## src/rtl/fdiv_pkg.sv

```systemverilog
package fdiv_pkg;
  localparam int unsigned WORD_W = 32;
  localparam int unsigned DIV_W  = 17;
  localparam int unsigned FRAC_W = 14;
  localparam int unsigned INT_W  = DIV_W - FRAC_W;
  localparam int unsigned LEN_W  = INT_W + 1;
endpackage

```

## src/rtl/fdiv_ctrl_reg.sv

```systemverilog
module fdiv_ctrl_reg #(
  parameter int unsigned WORD_W = fdiv_pkg::WORD_W
) (
  input  logic              clk_i,
  input  logic              rst_i,
  input  logic              wr_en_i,
  input  logic [WORD_W-1:0] wr_data_i,
  output logic [WORD_W-1:0] word_o
);
  logic [WORD_W-1:0] word_q;

  always_ff @(posedge clk_i) begin
    if (rst_i)        word_q <= '0;
    else if (wr_en_i) word_q <= wr_data_i;
  end

  assign word_o = word_q;

  p_readback_r2: assert property (@(posedge clk_i) disable iff (rst_i)
    wr_en_i |=> (word_o == $past(wr_data_i)));
  p_hold_r2: assert property (@(posedge clk_i) disable iff (rst_i)
    !wr_en_i |=> $stable(word_o));
endmodule

```

## src/rtl/fdiv_step.sv

```systemverilog
module fdiv_step #(
  parameter int unsigned DIV_W  = fdiv_pkg::DIV_W,
  parameter int unsigned FRAC_W = fdiv_pkg::FRAC_W,
  localparam int unsigned INT_W = DIV_W - FRAC_W,
  localparam int unsigned LEN_W = INT_W + 1
) (
  input  logic [DIV_W-1:0]  div_i,
  input  logic [FRAC_W-1:0] phase_i,
  output logic [LEN_W-1:0]  len_o,
  output logic [FRAC_W-1:0] phase_o
);
  logic [INT_W-1:0]  whole;
  logic [FRAC_W-1:0] part;
  logic [FRAC_W:0]   phase_sum;
  logic [LEN_W-1:0]  raw_len;

  always_comb begin
    whole     = div_i[DIV_W-1:FRAC_W];
    part      = div_i[FRAC_W-1:0];
    phase_sum = {1'b0, phase_i} + {1'b0, part};
    raw_len   = {1'b0, whole} + {{(LEN_W-1){1'b0}}, phase_sum[FRAC_W]};
    // a fraction-only divisor still needs one input cycle per half-period
    len_o     = (raw_len == '0) ? LEN_W'(1) : raw_len;
    phase_o   = phase_sum[FRAC_W-1:0];
  end
endmodule

```

## src/rtl/fdiv_gen.sv

```systemverilog
module fdiv_gen #(
  parameter int unsigned DIV_W  = fdiv_pkg::DIV_W,
  parameter int unsigned FRAC_W = fdiv_pkg::FRAC_W,
  localparam int unsigned INT_W = DIV_W - FRAC_W,
  localparam int unsigned LEN_W = INT_W + 1
) (
  input  logic             clk_i,
  input  logic             rst_i,
  input  logic [DIV_W-1:0] div_i,
  output logic             clk_div_o,
  output logic             edge_stb_o
);
  logic              run_q;
  logic [LEN_W-1:0]  cnt_q;
  logic [FRAC_W-1:0] phase_q;
  logic              lvl_q;
  logic              stb_q;
  logic [FRAC_W-1:0] phase_in;
  logic [LEN_W-1:0]  len_next;
  logic [FRAC_W-1:0] phase_next;
  logic              div_zero;
  logic              boundary;

  assign div_zero = (div_i == '0);
  assign boundary = run_q && (cnt_q == LEN_W'(1));
  assign phase_in = run_q ? phase_q : '0;

  fdiv_step #(.DIV_W(DIV_W), .FRAC_W(FRAC_W)) u_step (
    .div_i   (div_i),
    .phase_i (phase_in),
    .len_o   (len_next),
    .phase_o (phase_next)
  );

  always_ff @(posedge clk_i) begin
    if (rst_i) begin
      run_q   <= 1'b0;
      cnt_q   <= '0;
      phase_q <= '0;
      lvl_q   <= 1'b0;
      stb_q   <= 1'b0;
    end else begin
      stb_q <= 1'b0;
      if (!run_q) begin
        if (!div_zero) begin
          run_q   <= 1'b1;
          cnt_q   <= len_next;
          phase_q <= phase_next;
        end
      end else if (boundary) begin
        if (div_zero) begin
          run_q   <= 1'b0;
          cnt_q   <= '0;
          phase_q <= '0;
          lvl_q   <= 1'b0;
          stb_q   <= lvl_q;
        end else begin
          cnt_q   <= len_next;
          phase_q <= phase_next;
          lvl_q   <= ~lvl_q;
          stb_q   <= 1'b1;
        end
      end else begin
        cnt_q <= cnt_q - LEN_W'(1);
      end
    end
  end

  assign clk_div_o  = lvl_q;
  assign edge_stb_o = stb_q;

  p_stb_on_edge_r9: assert property (@(posedge clk_i) disable iff (rst_i)
    edge_stb_o |-> (clk_div_o != $past(clk_div_o)));
  p_no_silent_edge_r9: assert property (@(posedge clk_i) disable iff (rst_i)
    !edge_stb_o |-> $stable(clk_div_o));
  p_idle_low_r7: assert property (@(posedge clk_i) disable iff (rst_i)
    !run_q |-> !clk_div_o);
  p_zero_stops_r7: assert property (@(posedge clk_i) disable iff (rst_i)
    (boundary && div_zero) |=> (!run_q && !clk_div_o));
  p_len_range_r4: assert property (@(posedge clk_i) disable iff (rst_i)
    run_q |-> (cnt_q >= LEN_W'(1) && cnt_q <= LEN_W'(1 << INT_W)));
endmodule

```

## src/rtl/fracdiv_synth.sv

```systemverilog
module fracdiv_synth #(
  parameter int unsigned WORD_W = fdiv_pkg::WORD_W,
  parameter int unsigned DIV_W  = fdiv_pkg::DIV_W,
  parameter int unsigned FRAC_W = fdiv_pkg::FRAC_W
) (
  input  logic              clk_i,
  input  logic              rst_i,
  input  logic              wr_en_i,
  input  logic [WORD_W-1:0] wr_data_i,
  output logic [WORD_W-1:0] rd_data_o,
  output logic              clk_div_o,
  output logic              edge_stb_o
);
  logic [WORD_W-1:0] word;

  fdiv_ctrl_reg #(.WORD_W(WORD_W)) u_reg (
    .clk_i     (clk_i),
    .rst_i     (rst_i),
    .wr_en_i   (wr_en_i),
    .wr_data_i (wr_data_i),
    .word_o    (word)
  );

  fdiv_gen #(.DIV_W(DIV_W), .FRAC_W(FRAC_W)) u_gen (
    .clk_i      (clk_i),
    .rst_i      (rst_i),
    .div_i      (word[DIV_W-1:0]),
    .clk_div_o  (clk_div_o),
    .edge_stb_o (edge_stb_o)
  );

  assign rd_data_o = word;

  p_reset_quiet_r1: assert property (@(posedge clk_i)
    $past(rst_i) |-> (!clk_div_o && !edge_stb_o && rd_data_o == '0));
endmodule

```

## config.mk

```make
export PLATFORM = sky130hd
export DESIGN_NAME = fracdiv_synth
export DESIGN_NICKNAME = d
export VERILOG_FILES = /design/src/rtl/fdiv_pkg.sv /design/src/rtl/fdiv_ctrl_reg.sv /design/src/rtl/fdiv_step.sv /design/src/rtl/fdiv_gen.sv /design/src/rtl/fracdiv_synth.sv
export SDC_FILE = /design/constraint.sdc
export NUM_CORES = 1
export LEC_CHECK = 0
export ABC_CLOCK_PERIOD_IN_PS = 3800
export CAP_MARGIN = 20
export CORE_MARGIN = 10
export CORE_UTILIZATION = 44
export DETAILED_ROUTE_END_ITERATION = 16
export GPL_ROUTABILITY_DRIVEN = 0
export GPL_TIMING_DRIVEN = 0
export PLACE_DENSITY = 0.87
export SLEW_MARGIN = 40
export SYNTH_ARGS = -nofsm -noshare
export SYNTH_HDL_FRONTEND = slang
export SYNTH_SLANG_ARGS = --single-unit
```

## constraint.sdc

```tcl
create_clock -name clk_i -period 3.8 [get_ports clk_i]
set_clock_uncertainty 0.05 [all_clocks]
set_input_delay 0.76 -clock clk_i [delete_from_list [all_inputs] [get_ports clk_i]]
set_output_delay 0.76 -clock clk_i [all_outputs]
set_load 0.05 [all_outputs]
```

==> metrics.txt <==
WP depth 15; main combinational cell family by area after synthesis simple AND/OR/NAND/NOR gates; Avg Cell Area, Syn 8.94 um^2; count of state elements after synthesis 53; share of post-route cells with drive strength above 1 4.22%; Peak VDD IR 0.197 mV; Top Ports 69; first-pass GRT wire length 11800 um; Leakage 1.57 nW; post-synthesis sequential area ratio 39.2%; crit-path max cell delay 0.48 ns; HP Start u_gen.phase_q[12]; minimum clock period 3.60 ns; Die ar. 0.00970 mm^2; R2R setup slack 0.20 ns; Worst R2R End u_gen.cnt_q[0]; cell taking the most area after synthesis dfxtp_1; hold buffer count at cts 0; cts bufs inserted 5; drt pass-1 iters 4; Yosys warning count 0; most frequent cell after synthesis dfxtp_1; CTS sink count 53; CP startpoint u_gen.run_q; most frequent CP cell ha_1; clock buffer depth 2; gr usage total 14.3%; top-area cell type share of the netlist area 39.2%; CP arrival 3.80 ns; Post-DP HPWL 5610 um; CP bufs+invs 0; endpoints failing setup 0; complex-gate fraction of the synthesized area 16.5%; # H-tree levels 2; IO buf count 67; area of the core 0.00596 mm^2; family with the most delay on the worst path compound AO/OA/AOI/OAI gates; Max Cap Viol 0; status completed; CTS tree done; via count 2446; WHS Endpoint u_gen.phase_q[12]; Root Driver clkbuf_8; DRT iter0 DRCs 157; Async S/R FF share, synth 0%; Max Fanout on Critical Path 11; Critical Path RT 4.00 ns; Hold Path Class flip-flop to flip-flop; critical path type flip-flop to flip-flop; Starting Density 45.5%; Post-Synthesis Net Count 357; crit start category flip-flop; Cell Rows 28; Post-synth top cells dfxtp_1, nor2_1, mux2i_1; largest net degree at the start of global routing 20; top_reg_cell synth dfxtp_1; Area contributors post-synth dfxtp_1, mux2i_1, ha_1, nor2_1, a21oi_1; Worst Setup End Kind flip-flop; slack of the critical path 0.197 ns; area delta synth->final 32.8%; slowest cell on the critical path a2111o_1; post-synthesis adder-cell area fraction 9.05%; Routed wire per std cell 15.7 um; Non-Filler Instances 454; Cell Pwr Density 368 mW/mm^2; Post-Synth XOR/XNOR Area 2.59%; FMAX 0.278 GHz; DIE WIDTH 98.5 um; Synth Area in Simple Gates 18.1%; Pins Over Slew Limit 0; hold-critical path depth 1; Synth Instances 303; vias in the first global route 2404; slew at the pin with the worst max-slew slack 0.744 ns; number of hold violations in the final report 0; Antenna Cells 0; placed cell count 445; RSZ-0062 raised after global routing false; clock-pin slew on the worst setup and hold paths 0.11 ns; fill count 510; mux share of post-synthesis cell area 11.8%; Max-slew headroom 50.4%; # DRC 0; clk_lat worst skew 0.32 ns; pre-CTS setup slack -0.171 ns; drt total wl 7130 um; reg2reg start u_gen.run_q; FF-to-FF path depth 15; Post-synth EDFFs 0; die height 98.5 um; Via density 5.39; antenna viol nets, final 0; crit-path cells and2_1 -> ha_1 -> fa_1 -> a21o_1 -> a221o_1 -> a2111o_1 -> nand2_1 -> o21ai_0 -> ha_1 -> ha_1 -> xnor2_2 -> nand2_1 -> o21bai_1 -> a22oi_1 -> a21oi_1; initial antenna violation count 0; Yosys cell types 44; remaining global-route overflow 0; fin crit share 94.8%; Synth Cell Area 0.00271 mm^2; fin nets 432
==> per-stage QoR <==
step | util (%) | area [um^2] | hold slack, ns | total power [mW] | setup TNS (ns)
2_1_floorplan | - | 2710 | 0.374 | 0.864 | 0
6_report | 60.4 | 3600 | 0.419 | 1.32 | 0
3_5_place_dp | 58.3 | 3470 | 0.397 | 0.987 | -0.196
3_3_place_gp | 58.3 | 3470 | 0.389 | 0.977 | -0.125
4_1_cts | 59.9 | 3560 | 0.421 | 1.33 | 0
5_1_grt | 60.4 | 3600 | 0.448 | 1.39 | 0
==> worst max path at each step <==
stage	slack [ns]	to
CTS	0.004	u_gen.cnt_q[0]
global route	0.02	u_gen.cnt_q[0]
finish	0.20	u_gen.cnt_q[0]
floorplan	0.27	u_gen.cnt_q[0]
global placement	-0.12	u_gen.cnt_q[0]
detailed placement	-0.17	u_gen.cnt_q[0]
==> metal layers <==
| metal | global-route usage (%) | vias up | routed length [um] |
|---|---|---|---|
| met5 | 0 | - | 0 |
| met3 | 2.44 | 15 | 258 |
| met2 | 26.2 | 55 | 3790 |
| met1 | 16.1 | 1143 | 2910 |
| met4 | 5.40 | 0 | 172 |
| li1 | - | 1233 | - |
==> worst reg2reg max path: stages (launching register included) <==
cell and delay (ns):
dfxtp_4 0.40, and2_1 0.16, ha_1 0.22, fa_1 0.42, a21o_1 0.21, a221o_1 0.36, a2111o_1 0.48, nand2_1 0.08
o21ai_0 0.09, ha_1 0.20, ha_1 0.21, xnor2_2 0.15, nand2_1 0.08, o21bai_1 0.17, a22oi_1 0.09, a21oi_1 0.15
==> cell usage in the layout, fill, tap and decap left out, types with 2 or more instances in the layout <==
cell,Yosys,routed
a21boi_0,2,2
a21o_1,3,3
a21oi_1,21,21
a22o_1,2,2
a22oi_1,7,7
a32o_1,2,2
and2_1,16,16
and3_1,3,3
buf_1,3,3
buf_4,0,3
clkbuf_1,9,7
clkbuf_8,0,5
clkdlybuf4s50_1,0,67
dfxtp_1,53,52
ha_1,18,18
inv_1,7,7
mux2i_1,32,32
nand2_1,14,14
nand3_1,5,5
nor2_1,49,49
nor3_1,6,6
nor4_1,3,3
o21a_1,3,3
o21ai_0,11,11
o21bai_1,2,2
o31ai_1,2,2
or3_1,4,4
xnor2_1,4,3
xor2_1,4,4
==> state kept, by name (all words and copies together), names as in the netlist <==
register and flops:
u_reg.word_o 32, u_gen.clk_div_o 1, u_gen.cnt_q 4, u_gen.run_q 1
u_gen.phase_q 14, u_gen.edge_stb_o 1
==> layout make-up <==
cell class / instances / area [um^2] / share of cell area, %
repair buffers: 70 / 693 / 19.3
inverters: 7 / 26.3 / 0.730
clock inverters: 3 / 28.8 / 0.800
well taps: 75 / 93.8 / 2.61
flip-flops and latches: 53 / 1060 / 29.6
clock buffers: 5 / 68.8 / 1.91
multi-input cells: 230 / 1580 / 43.9
plain buffers: 11 / 42.5 / 1.18
==> where the power goes <==
group          internal (mW)  switching [mW]
Combinational          0.147           0.204
Clock                  0.138           0.206
Sequential             0.596          0.0330
==> cell families (layout without fill, tap and decap cells) <==
logic type,count (synthesis),after routing
buf+inv,20,96
fa+ha+maj,19,19
mux,32,32
xor+xnor,8,8
compound gates,66,66
simple gates,105,105
flops,53,53
==> repair_timing <==
action / CTS / global route
setup endpoints to repair: 2 / 2
pin swaps: 0 / 1
resized for setup: 0 / 3
setup buffers: 0 / 3
Power figures use the tool's default switching activity.
